===== src/rtl/memcs_pkg.sv =====
package memcs_pkg;

  localparam int WAIT_W = 4;
  localparam int HI_W   = 20;

  localparam logic [1:0] BW_32 = 2'b00;
  localparam logic [1:0] BW_8  = 2'b01;
  localparam logic [1:0] BW_16 = 2'b10;

  localparam logic [1:0] SZ_BYTE = 2'b00;
  localparam logic [1:0] SZ_HALF = 2'b01;

  typedef enum logic [2:0] {
    ST_IDLE, ST_SETUP, ST_ASSERT, ST_HOLD, ST_MISS, ST_SDRAM
  } seq_state_t;

  // masked compare of the upper address bits
  function automatic logic region_match(input logic [HI_W-1:0] a_hi,
                                        input logic [HI_W-1:0] base,
                                        input logic [HI_W-1:0] mask,
                                        input logic            en);
    return en && ((a_hi & ~mask) == (base & ~mask));
  endfunction

  // active-high lane set for one access
  function automatic logic [3:0] lane_mask(input logic [1:0] size,
                                           input logic [1:0] bw,
                                           input logic [1:0] lo);
    logic [3:0] m;
    case (bw)
      BW_8:  m = 4'b0001;
      BW_16: m = (size == SZ_BYTE) ? (lo[0] ? 4'b0010 : 4'b0001) : 4'b0011;
      default: begin
        if (size == SZ_BYTE)      m = 4'b0001 << lo;
        else if (size == SZ_HALF) m = lo[1] ? 4'b1100 : 4'b0011;
        else                      m = 4'b1111;
      end
    endcase
    return m;
  endfunction

endpackage


===== src/rtl/memcs_regs.sv =====
module memcs_regs
  import memcs_pkg::*;
#(
  parameter int NREG      = 8,
  parameter int SDRAM_IDX = NREG - 1,
  localparam int IDX_W    = $clog2(NREG)
) (
  input  logic                             clk,
  input  logic                             rst_n,
  input  logic [1:0]                       strap_bw,
  input  logic                             reg_we,
  input  logic [IDX_W:0]                   reg_addr,
  input  logic [31:0]                      reg_wdata,
  output logic [31:0]                      reg_rdata,
  output logic [NREG-1:0][HI_W-1:0]        base_q,
  output logic [NREG-1:0][HI_W-1:0]        mask_q,
  output logic [NREG-1:0][1:0]             bw_q,
  output logic [NREG-1:0]                  valid_q,
  output logic [NREG-1:0]                  sdram_q,
  output logic [NREG-1:0][WAIT_W-1:0]      waits_q,
  output logic [NREG-1:0]                  rd_setup_q,
  output logic [NREG-1:0]                  rd_hold_q,
  output logic [NREG-1:0]                  wr_setup_q,
  output logic [NREG-1:0]                  wr_hold_q
);

  logic [IDX_W-1:0] sel_idx;
  logic             sel_opt;
  logic             unused_bit8;

  assign sel_idx     = reg_addr[IDX_W:1];
  assign sel_opt     = reg_addr[0];
  assign unused_bit8 = reg_wdata[8];

  for (genvar g = 0; g < NREG; g++) begin : g_region
    localparam bit BOOT = (g == 0);
    logic base_wr, opt_wr;
    assign base_wr = reg_we && !sel_opt && (sel_idx == IDX_W'(g));
    assign opt_wr  = reg_we &&  sel_opt && (sel_idx == IDX_W'(g));

    always_ff @(posedge clk) begin
      if (!rst_n) begin
        base_q[g]     <= '0;
        mask_q[g]     <= BOOT ? '1 : '0;
        bw_q[g]       <= BOOT ? strap_bw : BW_32;
        valid_q[g]    <= BOOT;
        waits_q[g]    <= BOOT ? '1 : '0;
        rd_setup_q[g] <= 1'b0;
        rd_hold_q[g]  <= 1'b0;
        wr_setup_q[g] <= 1'b0;
        wr_hold_q[g]  <= 1'b0;
      end else begin
        if (base_wr) begin
          base_q[g]  <= reg_wdata[31:12];
          bw_q[g]    <= reg_wdata[11:10];
          valid_q[g] <= reg_wdata[0];
        end
        if (opt_wr) begin
          mask_q[g]     <= reg_wdata[31:12];
          waits_q[g]    <= reg_wdata[7:4];
          rd_setup_q[g] <= reg_wdata[3];
          rd_hold_q[g]  <= reg_wdata[2];
          wr_setup_q[g] <= reg_wdata[1];
          wr_hold_q[g]  <= reg_wdata[0];
        end
      end
    end

    if (g == SDRAM_IDX) begin : g_sd
      always_ff @(posedge clk) begin
        if (!rst_n)       sdram_q[g] <= 1'b0;
        else if (base_wr) sdram_q[g] <= reg_wdata[9];
      end
    end else begin : g_nosd
      assign sdram_q[g] = 1'b0;
    end
  end

  always_comb begin
    if (sel_opt)
      reg_rdata = {mask_q[sel_idx], 4'b0, waits_q[sel_idx], rd_setup_q[sel_idx],
                   rd_hold_q[sel_idx], wr_setup_q[sel_idx], wr_hold_q[sel_idx]};
    else
      reg_rdata = {base_q[sel_idx], bw_q[sel_idx], sdram_q[sel_idx], 8'b0, valid_q[sel_idx]};
  end

  AST_BASE_WRITE_LANDS: assert property (@(posedge clk) disable iff (!rst_n)
    (reg_we && !sel_opt && sel_idx == '0) |=> (valid_q[0] == $past(reg_wdata[0])));

endmodule


===== src/rtl/memcs_decode.sv =====
module memcs_decode
  import memcs_pkg::*;
#(
  parameter int NREG   = 8,
  localparam int IDX_W = $clog2(NREG)
) (
  input  logic                      clk,
  input  logic                      rst_n,
  input  logic [HI_W-1:0]           addr_hi,
  input  logic [NREG-1:0][HI_W-1:0] base_q,
  input  logic [NREG-1:0][HI_W-1:0] mask_q,
  input  logic [NREG-1:0]           valid_q,
  output logic [NREG-1:0]           hit_vec,
  output logic                      any_hit,
  output logic [IDX_W-1:0]          win_idx
);

  for (genvar g = 0; g < NREG; g++) begin : g_hit
    assign hit_vec[g] = region_match(addr_hi, base_q[g], mask_q[g], valid_q[g]);
  end

  always_comb begin
    win_idx = '0;
    any_hit = 1'b0;
    for (int i = NREG - 1; i >= 0; i--) begin
      if (hit_vec[i]) begin
        win_idx = IDX_W'(i);
        any_hit = 1'b1;
      end
    end
  end

  AST_WINNER_HITS: assert property (@(posedge clk) disable iff (!rst_n)
    any_hit |-> hit_vec[win_idx]);
  AST_NONE_BELOW_WINNER: assert property (@(posedge clk) disable iff (!rst_n)
    any_hit |-> ((hit_vec & ((NREG'(1) << win_idx) - NREG'(1))) == '0));

endmodule


===== src/rtl/memcs_seq.sv =====
module memcs_seq
  import memcs_pkg::*;
#(
  parameter int NREG      = 8,
  parameter int SDRAM_IDX = NREG - 1,
  parameter int TIMEOUT   = 16,
  localparam int IDX_W    = $clog2(NREG),
  localparam int TO_W     = $clog2(TIMEOUT + 1),
  localparam int CNT_W    = (TO_W > WAIT_W) ? TO_W : WAIT_W
) (
  input  logic                        clk,
  input  logic                        rst_n,
  input  logic                        acc_req,
  input  logic                        acc_write,
  input  logic [1:0]                  acc_size,
  input  logic [1:0]                  acc_lo,
  input  logic                        any_hit,
  input  logic [IDX_W-1:0]            win_idx,
  input  logic [NREG-1:0][1:0]        bw_q,
  input  logic [NREG-1:0]             sdram_q,
  input  logic [NREG-1:0][WAIT_W-1:0] waits_q,
  input  logic [NREG-1:0]             rd_setup_q,
  input  logic [NREG-1:0]             rd_hold_q,
  input  logic [NREG-1:0]             wr_setup_q,
  input  logic [NREG-1:0]             wr_hold_q,
  output logic [NREG-1:0]             cs_n,
  output logic [3:0]                  bs_n,
  output logic                        ta,
  output logic                        addr_drive,
  output logic                        sdram_req,
  output logic                        bus_err
);

  seq_state_t       state_q;
  logic [IDX_W-1:0] cur_q;
  logic [CNT_W-1:0] cnt_q;
  logic             hold_q;
  logic [3:0]       lanes_q;

  logic start_acc, use_setup, use_hold, to_sdram, in_assert, last_beat;

  assign start_acc = acc_req && (state_q == ST_IDLE);
  assign use_setup = acc_write ? wr_setup_q[win_idx] : rd_setup_q[win_idx];
  assign use_hold  = acc_write ? wr_hold_q[win_idx]  : rd_hold_q[win_idx];
  assign to_sdram  = sdram_q[win_idx] && (win_idx == IDX_W'(SDRAM_IDX));
  assign in_assert = (state_q == ST_ASSERT);
  assign last_beat = in_assert && (cnt_q == '0);

  always_ff @(posedge clk) begin
    if (!rst_n) begin
      state_q <= ST_IDLE;
      cur_q   <= '0;
      cnt_q   <= '0;
      hold_q  <= 1'b0;
      lanes_q <= '0;
    end else begin
      case (state_q)
        ST_IDLE: begin
          if (start_acc) begin
            cur_q   <= win_idx;
            hold_q  <= use_hold;
            lanes_q <= lane_mask(acc_size, bw_q[win_idx], acc_lo);
            if (!any_hit) begin
              state_q <= ST_MISS;
              cnt_q   <= CNT_W'(TIMEOUT - 1);
            end else if (to_sdram) begin
              state_q <= ST_SDRAM;
            end else begin
              cnt_q   <= CNT_W'(waits_q[win_idx]);
              state_q <= use_setup ? ST_SETUP : ST_ASSERT;
            end
          end
        end
        ST_SETUP:  state_q <= ST_ASSERT;
        ST_ASSERT: begin
          if (cnt_q == '0) state_q <= hold_q ? ST_HOLD : ST_IDLE;
          else             cnt_q   <= cnt_q - 1'b1;
        end
        ST_MISS: begin
          if (cnt_q == '0) state_q <= ST_IDLE;
          else             cnt_q   <= cnt_q - 1'b1;
        end
        default: state_q <= ST_IDLE;
      endcase
    end
  end

  always_comb begin
    cs_n       = in_assert ? ~(NREG'(1) << cur_q) : '1;
    bs_n       = in_assert ? ~lanes_q : 4'hF;
    ta         = last_beat;
    addr_drive = (state_q == ST_SETUP) || in_assert || (state_q == ST_HOLD);
    sdram_req  = (state_q == ST_SDRAM);
    bus_err    = (state_q == ST_MISS) && (cnt_q == '0);
  end

  AST_ONE_SELECT: assert property (@(posedge clk) disable iff (!rst_n)
    $onehot0(~cs_n));
  AST_TA_ENDS_SELECT: assert property (@(posedge clk) disable iff (!rst_n)
    ta |=> (&cs_n));
  AST_SETUP_PRECEDES_SELECT: assert property (@(posedge clk) disable iff (!rst_n)
    (state_q == ST_SETUP) |-> ((&cs_n) && addr_drive) ##1 !(&cs_n));
  AST_STROBE_INSIDE_SELECT: assert property (@(posedge clk) disable iff (!rst_n)
    !(&bs_n) |-> !(&cs_n));
  AST_SDRAM_NO_SELECT: assert property (@(posedge clk) disable iff (!rst_n)
    sdram_req |-> ((&cs_n) && !ta) ##1 !sdram_req);
  AST_ERR_NO_SELECT: assert property (@(posedge clk) disable iff (!rst_n)
    bus_err |-> ((&cs_n) && !addr_drive));

endmodule


===== src/rtl/memcs_unit.sv =====
module memcs_unit
  import memcs_pkg::*;
#(
  parameter int NREG      = 8,
  parameter int SDRAM_IDX = NREG - 1,
  parameter int TIMEOUT   = 16,
  localparam int IDX_W    = $clog2(NREG)
) (
  input  logic             clk,
  input  logic             rst_n,
  input  logic [1:0]       strap_bw,
  input  logic             reg_we,
  input  logic [IDX_W:0]   reg_addr,
  input  logic [31:0]      reg_wdata,
  output logic [31:0]      reg_rdata,
  input  logic             acc_req,
  input  logic             acc_write,
  input  logic [1:0]       acc_size,
  input  logic [31:0]      acc_addr,
  output logic [NREG-1:0]  cs_n,
  output logic [3:0]       bs_n,
  output logic             ta,
  output logic             addr_drive,
  output logic             sdram_req,
  output logic             bus_err
);

  logic [NREG-1:0][HI_W-1:0]   base_q, mask_q;
  logic [NREG-1:0][1:0]        bw_q;
  logic [NREG-1:0]             valid_q, sdram_q;
  logic [NREG-1:0][WAIT_W-1:0] waits_q;
  logic [NREG-1:0]             rd_setup_q, rd_hold_q, wr_setup_q, wr_hold_q;
  logic [NREG-1:0]             hit_vec;
  logic                        any_hit;
  logic [IDX_W-1:0]            win_idx;
  logic                        unused_mid;

  assign unused_mid = ^acc_addr[11:2];

  memcs_regs #(.NREG(NREG), .SDRAM_IDX(SDRAM_IDX)) i_regs (
    .clk(clk), .rst_n(rst_n), .strap_bw(strap_bw),
    .reg_we(reg_we), .reg_addr(reg_addr), .reg_wdata(reg_wdata), .reg_rdata(reg_rdata),
    .base_q(base_q), .mask_q(mask_q), .bw_q(bw_q), .valid_q(valid_q), .sdram_q(sdram_q),
    .waits_q(waits_q), .rd_setup_q(rd_setup_q), .rd_hold_q(rd_hold_q),
    .wr_setup_q(wr_setup_q), .wr_hold_q(wr_hold_q)
  );

  memcs_decode #(.NREG(NREG)) i_decode (
    .clk(clk), .rst_n(rst_n), .addr_hi(acc_addr[31:12]),
    .base_q(base_q), .mask_q(mask_q), .valid_q(valid_q),
    .hit_vec(hit_vec), .any_hit(any_hit), .win_idx(win_idx)
  );

  memcs_seq #(.NREG(NREG), .SDRAM_IDX(SDRAM_IDX), .TIMEOUT(TIMEOUT)) i_seq (
    .clk(clk), .rst_n(rst_n), .acc_req(acc_req), .acc_write(acc_write),
    .acc_size(acc_size), .acc_lo(acc_addr[1:0]), .any_hit(any_hit), .win_idx(win_idx),
    .bw_q(bw_q), .sdram_q(sdram_q), .waits_q(waits_q),
    .rd_setup_q(rd_setup_q), .rd_hold_q(rd_hold_q),
    .wr_setup_q(wr_setup_q), .wr_hold_q(wr_hold_q),
    .cs_n(cs_n), .bs_n(bs_n), .ta(ta), .addr_drive(addr_drive),
    .sdram_req(sdram_req), .bus_err(bus_err)
  );

endmodule


===== config.mk =====
export PLATFORM = sky130hd
export DESIGN_NAME = memcs_unit
export DESIGN_NICKNAME = d
export VERILOG_FILES = /design/src/rtl/memcs_pkg.sv /design/src/rtl/memcs_regs.sv /design/src/rtl/memcs_decode.sv /design/src/rtl/memcs_seq.sv /design/src/rtl/memcs_unit.sv
export SDC_FILE = /design/constraint.sdc
export NUM_CORES = 1
export LEC_CHECK = 0
export BUFFER_PORTS_ARGS = -buffer_cell sky130_fd_sc_hd__buf_2
export CORE_UTILIZATION = 50
export CTS_CLUSTER_DIAMETER = 50
export DETAILED_ROUTE_END_ITERATION = 8
export HOLD_SLACK_MARGIN = 0.1
export PLACE_DENSITY = 0.67
export SLEW_MARGIN = 20
export SYNTH_ARGS = -nofsm -noshare
export SYNTH_HDL_FRONTEND = slang
export SYNTH_SLANG_ARGS = --single-unit

===== constraint.sdc =====
create_clock -name clk -period 4.6 [get_ports clk]
set_input_delay 0.69 -clock clk [delete_from_list [all_inputs] [get_ports clk]]
set_output_delay 0.69 -clock clk [all_outputs]
set_load 0.01 [all_outputs]

* Yosys cells after proc, flatten, opt, wreduce, memory -nomap -nowiden
Cells that the tools add are included.
** Cells by class
- Add/sub/neg operators :: 1
- Order comparisons :: 2
- Eq/ne operators :: 30
- Shifts and indexed selects :: 2
- Muxes and demuxes :: 76
- Bitwise gates (word level) :: 26
- Reductions and logical operators :: 42
** Operators by type and width (count)
- $and 20x20->20 :: 16
- $eq 20x20->1 :: 8
- $not 20->20 :: 8
- $bmux 20 s3 :: 2
- $mux 20 :: 2
- $mux 3 :: 13
- $bmux 1 s3 :: 11
- $mux 32 :: 1
- $logic_and 1x1->1 :: 30
- $mux 4 :: 7
- $bmux 4 s3 :: 2
- $eq 3x3->1 const B :: 7
- $mux 1 :: 21
- $mux 5 :: 4
- $mux 2 :: 7
- $bmux 2 s3 :: 2
- $eq 3x2->1 const B :: 4
- $pmux 3 s4 :: 1
- $pmux 5 s2 :: 1
- $lt 3x4->1 const B :: 2
- $mux 8 :: 1
- $not 8->8 :: 1
- $pmux 4 s2 :: 1
- $shl 1x3->8 const A :: 1
- 19 further kinds :: 26
** Word-level totals
- Register bits :: 425
- Input port bits :: 77
- Output and inout port bits :: 48
- Logic and storage cells :: 257

* Depth between registers and ports, before layout
- Depth after elaboration :: 20
- Depth in mapped cells :: 20
- Mapped depth without buffers :: 17

* Cells and area by module
A second synthesis with hierarchy kept.
** Unflattened totals
- Cells, all modules :: 2669
- Area total of the unflattened synthesis :: 23860.4 um^2
** Modules (own cells, without submodules)
- memcs_regs :: times used 1, cells an instance 2157, area each 19742.7 um^2, seq. area each 8207.9 um^2
- memcs_decode :: times used 1, cells an instance 319, area each 2473.6 um^2, seq. area each 0.0 um^2
- memcs_seq :: times used 1, cells an instance 193, area each 1644.1 um^2, seq. area each 320.3 um^2

* Least setup slack after synthesis
No wires, ideal clock.
- Path type :: input -> register
- Start point :: in acc_addr[27]
- End point :: reg i_seq.lanes_q[0]
- Setup time :: 0.116 ns
- Data arrival time :: 3.533 ns
- Data required time :: 4.484 ns
- Setup slack :: 0.950 ns
- Stages on the path :: 18
- Path buffers :: 2
- Cells stage by stage :: buf_2 -> xnor2_1 -> o22ai_1 -> nor4_1 -> nand3_1 -> nand2_1 -> nand3_1 -> a21oi_2 -> buf_2 -> nand2_1 -> nand3_1 -> o21ai_0 -> mux2_2 -> ha_1 -> nand2_1 -> a21oi_1 -> o221ai_1 -> o211a_1
** On the way
- Longest elaborated chain between the ends :: 15
- Elaborated cells on any way between the ends :: 37
- Those cells by class :: eq/ne (10); mux (11); bitwise (8); reduce/logical (8)
** Ends and longest elaborated chain
- from (decl) :: RTL line memcs_unit.sv:19 : input logic [31:0] acc_addr,
- $and 20x20->20 :: RTL line memcs_pkg.sv:22 : return en && ((a_hi & ~mask) == (base & ~mask));
- $eq 20x20->1 :: RTL line memcs_pkg.sv:22
- $logic_and 1x1->1 :: RTL line memcs_pkg.sv:22
- $mux 3 (7 in series) :: RTL line memcs_decode.sv:26 : if (hit_vec[i]) begin
- $mux 3 * :: RTL line memcs_decode.sv:26
- $bmux 2 s3 * :: RTL line memcs_seq.sv:62 : lanes_q <= lane_mask(acc_size, bw_q[win_idx], acc_lo);
- $mux 2 (implied by the code) * :: RTL line memcs_seq.sv:62
- $eq 2x2->1 or $eq 2x1->1 (tied branches) :: RTL line memcs_pkg.sv:30 : case (bw)
- $pmux 4 s2 * :: RTL line memcs_pkg.sv:30
- to (signal assigned) :: RTL line memcs_seq.sv:62
- to (decl) :: RTL line memcs_seq.sv:38 : logic [3:0] lanes_q;
Every way passes the cells marked *; elsewhere a longest branch is shown, timed or not. The select of a mux whose other input is x is not followed.
A chain may end at the register's enable or synchronous reset.

* Final worst setup path
- Start point :: in acc_addr[15]
- End point :: reg i_seq.lanes_q[0]
Same word-level chain as after synthesis.

==> metrics.cfg <==
[final_layout]
fin_area_um2 = 25300
n_fill_cell = 4020
final_layout_size_suffix_gt1_share_pct = 16.2
area_growth_pct = 11.2
nets = 2704

[run_status]
status = finished clean

[timing]
fmax_mhz = 248
finClkSkew_ps = 15.4
period_needed_ps = 4030
slew_headroom_pct = 21.8
tns_ps = 0
hold_viol = 0
timing.final.setup_violations = 0
period_share_pct = 87.5
tightest_slew_ps = 1170
rsz0062_at_grt = false
holdWs_ps = 383
maxSlewViolCount = 0

[drt]
dr.pass1.iters = 5
via_per_inst = 6.23
routed_wl_um = 82500
num_vias = 20293
post-route-drc-count = 0
wire_per_inst_um = 25.4
ant_nets = 0
drtIter0Drc = 2383

[global_routing]
grt_pass1_vias = 19312
grt_pass1_wl_um = 123000
grt_usage_pct = 35.4
grt_max_degree = 196
grt-ovfl-total = 0
grt_antenna_before_repair = 5

[die]
die-area_um2 = 46300
die-width_um = 215
die_h_um = 215
num_rows = 77
start_util_pct = 51.1
coreArea_um2 = 44500
io_pins = 125

[synthesis]
synth-xor-area-share_pct = 6.40
synth_ff_type = dfxtp_1
synth-seq-cells = 425
synth_warnings = 0
synthTopCellsByArea = dfxtp_1 37%, nand2_1 14%, a21boi_0 13%
synthArstFlopShare_pct = 0
yosysUniqueCellTypes = 60
synth-simple-area-share_pct = 19.6
synth_compound_gate_area_share_pct = 17.3
netlist_area_um2 = 22700
synthMuxAreaShare_pct = 14.2
synth_top_area_share_pct = 37.2
ys_seq_area_share_pct = 37.5
synth_top_area_cell = dfxtp_1
synth_top_family_by_area = simple AND/OR/NAND/NOR gates
synth_common_cells = 872 x nand2_1, 423 x dfxtp_1, 388 x a21boi_0
synthAdderAreaFrac_pct = 0.220
synth_edf_count = 2
synth.avg_cell_area_um2 = 8.62
yosysMostFrequentCell = nand2_1
syn_inst = 2638
synth_nets = 2719

[pwr]
power_frac_seq_pct = 43.0
comb_power_share_pct = 11.2
power_density_nw_per_um2 = 352
vdd_drop_max_mv = 0.274
p_leak_uw = 0.00829
clockPowerShare_pct = 45.9
power_uw = 8890
switching_power_uw = 2330
swShare_pct = 26.2
p_int_uw = 6570

[critical_path]
crit_path_end_kind = flip-flop
arrival_ps = 4520
path_class = input pin to flip-flop
r2r_setup_slack_ps = 600
r2r_start = i_regs.base_q[88]$_SDFFE_PN0P_
worstPathRequired_ps = 5090
regToRegEndpoint = i_seq.lanes_q[0]$_SDFFE_PN0P_
setup.worst_path.start_class = input pin
path_max_fanout = 27
reg2regPathDepth = 14

[cts]
cts_made_buffers = 51
h-tree-depth = 2
post_cts_buffers = 0
hold_buffers = 0
clock_latency_ps = 590
cts_tree = done
clock-sinks = 425
cts-root-buf = clkbuf_16
path_clk_slew_ps = 60
cts_buffer_depth = 3
cts_resized = 0

[run]
drv_cap = 0

[placed_design]
post-dp-hpwl_um = 56800
numPortBuffers = 112
placed_cell_area_um2 = 23600
gp_congestion = 0.976

[worst_hold_path]
hold_end = i_regs.sdram_q[7]$_SDFFE_PN0P_
min_path_type = input pin to flip-flop
hold_depth = 3
hp-start = reg_wdata[9]

## worst max path at each step
stage	start	to	cells past startpoint	slack, ps
detailed placement	acc_addr[20]	i_seq.lanes_q[0]$_SDFFE_PN0P_	15	150
floorplan	acc_addr[27]	i_seq.lanes_q[0]$_SDFFE_PN0P_	18	950
CTS	acc_addr[20]	i_seq.lanes_q[0]$_SDFFE_PN0P_	15	680
global placement	acc_addr[15]	i_seq.lanes_q[0]$_SDFFE_PN0P_	15	200
finish	acc_addr[15]	i_seq.lanes_q[0]$_SDFFE_PN0P_	15	570
global route	acc_addr[20]	i_seq.lanes_q[1]$_SDFFE_PN0P_	16	450
## flip-flops by register name, indices dropped and copies added, names as in the netlist
| register | cells |
|---|---|
| i_regs.rd_setup_q | 8 |
| i_regs.wr_setup_q | 8 |
| i_seq.lanes_q | 4 |
| i_regs.base_q | 160 |
| i_seq.state_q | 3 |
| i_regs.wr_hold_q | 8 |
| i_regs.mask_q | 160 |
| i_regs.rd_hold_q | 8 |
| i_regs.waits_q | 32 |
| i_regs.valid_q | 8 |
| i_regs.sdram_q | 1 |
| i_seq.cur_q | 3 |
| i_regs.bw_q | 16 |
| i_seq.cnt_q | 5 |
| i_seq.hold_q | 1 |
## area by class of cell
class | count | area, µm² | share of cell area, %
diodes | 3 | 7.51 | 0.0297
clock buffers | 75 | 1510 | 5.97
clock inverters | 15 | 171 | 0.678
inverters | 8 | 30.0 | 0.119
multi-input cells | 1964 | 13200 | 52.1
flip-flops and latches | 425 | 8530 | 33.7
well taps | 592 | 741 | 2.93
repair buffers | 173 | 1120 | 4.45
## critical path, stage by stage
cell	delay, ps
buf_2	300
xnor2_1	170
o22ai_1	150
nor4_1	630
nand3_1	370
nand2_1	200
o21a_4	370
mux2_2	390
a21oi_1	170
mux2i_1	160
ha_1	410
nand2_1	90
a21oi_1	150
o221ai_1	110
o211a_1	140
## layout by cell type (no fill, tap or decap), types with 4 or more instances in the layout
cell type / n
nand4_1: 4
o211ai_1: 4
a21oi_1: 18
clkbuf_1: 12
inv_1: 8
and2_1: 4
o21ai_0: 24
nand3_1: 55
mux4_2: 127
buf_2: 109
nand2_1: 868
buf_12: 7
nor2_1: 48
nand2_2: 4
clkbuf_16: 53
nor4_1: 29
nor4_2: 4
clkinv_2: 6
mux2_2: 12
dfxtp_1: 423
o22ai_1: 90
nor2_2: 12
xnor2_1: 154
clkbuf_8: 10
xnor2_2: 6
ha_1: 4
nor2b_1: 15
nor3_1: 12
nand2b_1: 13
buf_4: 55
mux2i_1: 20
a21boi_0: 388
nor3_2: 4
and3_1: 5
## power by group through the flow
stage / Sequential, µW / Clock, µW / Combinational (µW)
final: 3820 / 4080 / 993
after global routing: 3830 / 4240 / 1050
after CTS: 3820 / 4090 / 974
after detailed placement: 3900 / 0 / 970
after global placement: 3900 / 0 / 956
after floorplan: 3870 / 0 / 696
## logic make-up after synthesis
group | after synthesis
fa+ha+maj | 4
buf+inv | 249
simple gates | 1091
flops | 425
xor+xnor | 161
compound gates | 547
mux | 160
other cells | 1
## per-layer routing
metal	global-route usage (%)	routed length [µm]
met5	0	41
met4	17.3	4090
met3	5.72	8460
met2	54.6	37200
met1	48.3	32700
## per-stage QoR
step / cells / setup slack (ps) / util, %
6_report: 3255 / 573 / 56.8
5_1_grt: 3254 / 447 / 56.8
4_1_cts: 3252 / 683 / 56.8
3_5_place_dp: 3162 / 147 / 53.0
3_3_place_gp: 3162 / 201 / 53.0
2_1_floorplan: 2638 / 950 / -
Note: power is estimated with default switching activity, not from simulation.
